===== src/rtl/hz_pkg.sv =====
package hz_pkg;
    localparam int REG_AW = 5;

    typedef logic [REG_AW-1:0] reg_id_t;

    typedef enum logic [1:0] {
        WA_RD   = 2'b00,
        WA_RT   = 2'b01,
        WA_LINK = 2'b10,
        WA_TRAP = 2'b11
    } wa_sel_e;

    typedef enum logic [1:0] {
        FWD_RF  = 2'b00,
        FWD_WB  = 2'b01,
        FWD_MEM = 2'b10
    } fwd_e;

    typedef enum logic [1:0] {
        ACT_RUN,
        ACT_STALL,
        ACT_FLUSH
    } act_e;

    // slot held in the decode/ALU register
    typedef struct packed {
        reg_id_t rs;
        reg_id_t rt;
        reg_id_t wa;
        logic    we;
        logic    load;
    } ex_slot_t;

    // slot held in the later registers
    typedef struct packed {
        reg_id_t wa;
        logic    we;
        logic    load;
    } dst_slot_t;

    localparam ex_slot_t EX_NOP = '{rs: '0, rt: '0, wa: '0, we: 1'b0, load: 1'b0};
endpackage


===== src/rtl/hz_dest_sel.sv =====
module hz_dest_sel
    import hz_pkg::*;
#(
    parameter int LINK_REG = 31,
    parameter int TRAP_REG = 27
) (
    input  logic [1:0] sel,
    input  reg_id_t    rd,
    input  reg_id_t    rt,
    output reg_id_t    wa
);
    localparam reg_id_t LINK_ID = reg_id_t'(LINK_REG);
    localparam reg_id_t TRAP_ID = reg_id_t'(TRAP_REG);

    always_comb begin
        unique case (wa_sel_e'(sel))
            WA_RD:   wa = rd;
            WA_RT:   wa = rt;
            WA_LINK: wa = LINK_ID;
            WA_TRAP: wa = TRAP_ID;
            default: wa = rd;
        endcase
    end
endmodule


===== src/rtl/hz_fwd_pick.sv =====
module hz_fwd_pick
    import hz_pkg::*;
(
    input  reg_id_t    src,
    input  dst_slot_t  mem_s,
    input  dst_slot_t  wb_s,
    output logic [1:0] sel
);
    logic mem_hit;
    logic wb_hit;

    assign mem_hit = mem_s.we && (mem_s.wa != '0) && (mem_s.wa == src);
    assign wb_hit  = wb_s.we  && (wb_s.wa  != '0) && (wb_s.wa  == src);

    always_comb begin
        if (mem_hit)     sel = FWD_MEM;
        else if (wb_hit) sel = FWD_WB;
        else             sel = FWD_RF;
    end
endmodule


===== src/rtl/hz_stage_track.sv =====
module hz_stage_track
    import hz_pkg::*;
(
    input  logic      clk,
    input  logic      rst_n,
    input  act_e      act,
    input  ex_slot_t  id_s,
    output ex_slot_t  ex_q,
    output dst_slot_t mem_q,
    output dst_slot_t wb_q
);
    always_ff @(posedge clk or negedge rst_n) begin
        if (!rst_n) begin
            ex_q  <= EX_NOP;
            mem_q <= '0;
            wb_q  <= '0;
        end else begin
            unique case (act)
                ACT_RUN:   ex_q <= id_s;
                ACT_STALL: ex_q <= EX_NOP;
                ACT_FLUSH: ex_q <= EX_NOP;
                default:   ex_q <= EX_NOP;
            endcase
            mem_q <= '{wa: ex_q.wa, we: ex_q.we, load: ex_q.load};
            wb_q  <= mem_q;
        end
    end
endmodule


===== src/rtl/pipe_hazard_ctl.sv =====
module pipe_hazard_ctl
    import hz_pkg::*;
#(
    parameter int LINK_REG = 31,
    parameter int TRAP_REG = 27
) (
    input  logic       clk,
    input  logic       rst_n,
    input  logic [4:0] id_rs,
    input  logic [4:0] id_rt,
    input  logic [4:0] id_rd,
    input  logic [1:0] id_wa_sel,
    input  logic       id_reg_we,
    input  logic       id_is_load,
    input  logic       ex_br_taken,
    output logic [1:0] fwd_a,
    output logic [1:0] fwd_b,
    output logic       pc_hold,
    output logic       ifid_hold,
    output logic       idex_bubble,
    output logic       ifid_flush,
    output logic       idex_flush,
    output logic [4:0] wb_wa,
    output logic       wb_we
);
    localparam int NUM_SRC = 2;

    reg_id_t   id_wa;
    ex_slot_t  id_s;
    ex_slot_t  ex_q;
    dst_slot_t mem_q;
    dst_slot_t wb_q;
    act_e      act;
    logic      use_hit;

    // plain views of tracked state
    logic    ex_we;
    logic    mem_is_load;
    reg_id_t ex_rs;
    reg_id_t ex_rt;
    assign ex_we       = ex_q.we;
    assign mem_is_load = mem_q.load;
    assign ex_rs       = ex_q.rs;
    assign ex_rt       = ex_q.rt;

    hz_dest_sel #(.LINK_REG(LINK_REG), .TRAP_REG(TRAP_REG)) u_dest (
        .sel (id_wa_sel),
        .rd  (id_rd),
        .rt  (id_rt),
        .wa  (id_wa)
    );

    assign id_s = '{rs: id_rs, rt: id_rt, wa: id_wa, we: id_reg_we, load: id_is_load};

    // load-use detection against the ALU-stage load
    assign use_hit = ex_q.load && ex_q.we && (ex_q.wa != '0) &&
                     ((ex_q.wa == id_rs) || (ex_q.wa == id_rt));

    always_comb begin
        if (ex_br_taken)  act = ACT_FLUSH;
        else if (use_hit) act = ACT_STALL;
        else              act = ACT_RUN;
    end

    // output process
    always_comb begin
        pc_hold     = 1'b0;
        ifid_hold   = 1'b0;
        idex_bubble = 1'b0;
        ifid_flush  = 1'b0;
        idex_flush  = 1'b0;
        unique case (act)
            ACT_RUN: begin
            end
            ACT_STALL: begin
                pc_hold     = 1'b1;
                ifid_hold   = 1'b1;
                idex_bubble = 1'b1;
            end
            ACT_FLUSH: begin
                ifid_flush  = 1'b1;
                idex_flush  = 1'b1;
            end
            default: begin
            end
        endcase
    end

    hz_stage_track u_track (
        .clk   (clk),
        .rst_n (rst_n),
        .act   (act),
        .id_s  (id_s),
        .ex_q  (ex_q),
        .mem_q (mem_q),
        .wb_q  (wb_q)
    );

    reg_id_t    ex_src  [NUM_SRC];
    logic [1:0] fwd_sel [NUM_SRC];
    assign ex_src[0] = ex_rs;
    assign ex_src[1] = ex_rt;

    for (genvar g = 0; g < NUM_SRC; g++) begin : g_fwd
        hz_fwd_pick u_pick (
            .src   (ex_src[g]),
            .mem_s (mem_q),
            .wb_s  (wb_q),
            .sel   (fwd_sel[g])
        );
    end

    assign fwd_a = fwd_sel[0];
    assign fwd_b = fwd_sel[1];
    assign wb_wa = wb_q.wa;
    assign wb_we = wb_q.we;
endmodule


===== config.mk =====
export PLATFORM = sky130hd
export DESIGN_NAME = pipe_hazard_ctl
export DESIGN_NICKNAME = d
export VERILOG_FILES = /design/src/rtl/hz_pkg.sv /design/src/rtl/hz_dest_sel.sv /design/src/rtl/hz_fwd_pick.sv /design/src/rtl/hz_stage_track.sv /design/src/rtl/pipe_hazard_ctl.sv
export SDC_FILE = /design/constraint.sdc
export NUM_CORES = 1
export LEC_CHECK = 0
export BUFFER_PORTS_ARGS = -buffer_cell sky130_fd_sc_hd__clkbuf_2
export CORE_UTILIZATION = 30
export DETAILED_ROUTE_END_ITERATION = 16
export GPL_ROUTABILITY_DRIVEN = 1
export PLACE_DENSITY = 0.51
export SLEW_MARGIN = 25
export SYNTH_ARGS = -nofsm -noshare
export SYNTH_HDL_FRONTEND = slang
export SYNTH_SLANG_ARGS = --single-unit

===== constraint.sdc =====
create_clock -name clk -period 3.7 [get_ports clk]
set_clock_uncertainty 0.05 [all_clocks]
set_input_delay 0.37 -clock clk [delete_from_list [all_inputs] [get_ports clk]]
set_output_delay 0.37 -clock clk [all_outputs]
set_load 0.005 [all_outputs]

==> impl_metrics.ini <==
[cts]
cts_tree = yes
cts-buffers-inserted = 5
cts_max_level = 2
ctsRootBufferMaster = clkbuf_8
cts_max_path_buffers = 2
clk-insertion-delay-late_ns = 0.28
clkSlewWorstSetupHoldPaths_ns = 0.06
post_cts_resize_count = 0
cts_setup_buffers = 0
cts_num_sinks = 29
cts_hold_repair.buffers = 0

[grt]
globalRouteMet2Util_pct = 20.8
grt_antenna_before_repair = 0
globalRouteMet1Util_pct = 15.8
maximum_number_of_pins_on_one_net_before_global_route_repair = 30
grtUsageMet3_pct = 4.83
global_route.overflow_total = 0
grt_use_total_pct = 13.0
first_global_vias = 1051
grt_first_pass_wirelength_um = 5030
globalRoute.busiestLayer = met2

[synthesis]
synth.net_count = 152
synth.yosys.warnings = 0
yosysSeqAreaShare_pct = 48.0
synthFlopType = dfrtp_1
syn-cell-area_um2 = 1510
post_synth_num_cell_types = 28
synth.ff_latch_count = 29
share_of_synthesized_registers_carrying_an_async_set_or_reset_pct = 100
syn-instance-count = 130
number_of_enable_flip_flop_cells_after_synthesis = 0
post_synth.cell_area_avg_um2 = 11.6

[sta]
setup_violations = 0
report.final.hold_viol_count = 0
max_slew.worst_pin.slew_ns = 0.901
timing.final.crit_share_pct = 70.3
final_max_slew_viol_count = 0
fin_setup_tns_ns = 0
slew-limit-headroom_pct = 40.0
fmax_mhz = 385
fin_ws_ns = 1.10
rsz0062_at_grt = no
post-route-min-period_ns = 2.60

[pwr]
p_leak_nw = 0.797
power_density_nw_per_um2 = 399
irDropWorstVdd_v = 0.000162
p_int_mw = 0.517
total_power_mw = 0.709
switching_share_pct = 27.1
clkPwrFrac_pct = 34.8
power.sequential.fraction_pct = 50.8
power.share.combinational_pct = 14.4
switchingPower_mw = 0.192

[floorplanning]
area_of_the_core_region_um2 = 4790
floorplan.die.width_um = 73.0
start_util_pct = 31.6
rows = 25
die_outline_area_um2 = 5330
io-pin-count = 37
die_height_um = 73.0

[critical_path]
worst-r2r-cell-count = 3
worstSetupEndpointType = output pin
startpoint_type = flip-flop
crit_start = u_track.ex_q[3]
critical_path_cell_by_cell = or3_1 -> o311a_1 -> and3b_2 -> clkbuf_2
crit_fanout = 18
worst_path_max_delay_cell = o311a_1
cp_data_required_time_ns = 3.28
critical_path.max_stage_delay_ns = 0.61
regToRegSetupSlack_ns = 1.75
critical-path-top-delay-family = simple AND/OR/NAND/NOR gates
path_class = flip-flop to output pin
regToRegEndpoint = u_track.ex_q[4]
cp_data_arrival_time_ns = 2.18
cp.buffers_inverters = 1
reg2reg_from = u_track.ex_q[3]

[finish]
area_taken_by_multi_input_logic_gates_um2 = 698
final_core_utilization_pct = 37.2
drive_above_1_share_pct = 36.8
layout-area-overhead-vs-synth_pct = 17.5
insertedDiodeCount = 0
fin_cells = 230
register_area_um2 = 726
finalNetCount = 184
nFillCells = 492

[route]
route.vias.total = 1045
drtIter0Drc = 14
drc = 0
drt_wl_total_um = 3040
final_antenna_net_count = 0
post_drt_wl_per_cell_um = 13.2
first_drt_pass_iteration_count = 4
vias_per_cell = 4.54

[outcome]
run_status = complete, no violations

[run]
max_cap_violations = 0

[placed_design]
placed_cells = 222
io_buf_count = 36
placement.setup.worst_slack_ns = 1.39
gp_congestion = 0.748

[min_path]
hold_path.class = input port to asynchronous set/reset pin
cells by family after synthesis:
group / count (synthesis) / synth area share (%)
AOI/OAI and AO/OA: 26 / 14.3
xor gates and xnor gates: 30 / 17.4
buffers and inverters: 12 / 5.87
DFF: 29 / 48.0
and+or+nand+nor: 33 / 14.5
area by class of cell:
type                       count  area share (%)
sequential                    29            40.8
multi-input combinational     89            39.3
timing repair buffer          37            10.6
tap                           67            4.71
clock buffer                   6            4.08
clock inverter                 2           0.563
cells in the final DEF, fill, tap and decap left out:
cell type,Yosys,final
o21ai_2,1,1
dfrtp_1,29,29
nand2_1,2,2
or3_1,1,1
clkbuf_8,0,5
o22ai_2,1,1
clkbuf_1,3,1
a21oi_1,2,2
nor4_1,2,2
o21ai_1,1,1
xor2_1,14,14
o311a_1,1,1
nand3_1,4,4
nor2b_1,4,4
a221oi_2,1,1
or4_1,4,4
a21oi_2,10,10
nand3b_1,1,1
buf_4,5,1
and3b_2,1,1
o21bai_1,1,1
a211oi_1,8,8
nand2b_1,12,12
xnor2_1,16,16
clkbuf_2,0,36
clkinv_2,0,2
nor4_2,2,2
sequential cells by signal, indices dropped and copies added (netlist names):
register / cells
u_track.ex_q: 17
u_track.mem_q: 6
u_track.wb_q: 6
per-layer routing:
layer  share of wire [%]  wire length [um]
met1                  47              1410
met2                  45              1370
met3                 6.6               199
met4                 1.6                50
met5                   0                 0
worst max-delay path by stage:
| stage | end | slack (ns) | depth (start not counted) |
|---|---|---|---|
| floorplan | ifid_hold | 1.73 | 5 |
| global route | idex_bubble | 1.00 | 4 |
| detailed placement | idex_bubble | 1.39 | 4 |
| CTS | idex_bubble | 1.07 | 4 |
| finish | idex_bubble | 1.10 | 4 |
| global placement | ifid_hold | 1.44 | 4 |
power by group through the flow:
stage / sequential [mW] / combinational (mW) / clock [mW]
6_report: 0.360 / 0.102 / 0.246
5_1_grt: 0.364 / 0.115 / 0.271
4_1_cts: 0.361 / 0.104 / 0.255
3_5_place_dp: 0.367 / 0.104 / 0
3_3_place_gp: 0.366 / 0.102 / 0
2_1_floorplan: 0.361 / 0.0695 / 0
per-stage QoR:
step           hold slack, ns  instance area (um^2)
6_report               0.0802                  1780
5_1_grt                 0.127                  1780
4_1_cts                 0.103                  1780
3_5_place_dp            0.342                  1700
3_3_place_gp            0.350                  1700
2_1_floorplan          0.0244                  1510
cells in the mapped netlist, types with 2 or more instances:
cell type | n | area, um^2
a211oi_1 | 8 | 60.1
a21oi_1 | 2 | 10.0
a21oi_2 | 10 | 87.6
buf_4 | 5 | 37.5
clkbuf_1 | 3 | 11.3
dfrtp_1 | 29 | 726
nand2_1 | 2 | 7.51
nand2b_1 | 12 | 75.1
nand3_1 | 4 | 20.0
nor2b_1 | 4 | 25.0
nor4_1 | 2 | 12.5
nor4_2 | 2 | 25.0
or4_1 | 4 | 30.0
xnor2_1 | 16 | 140
xor2_1 | 14 | 123
Power figures use the tool's default switching activity.
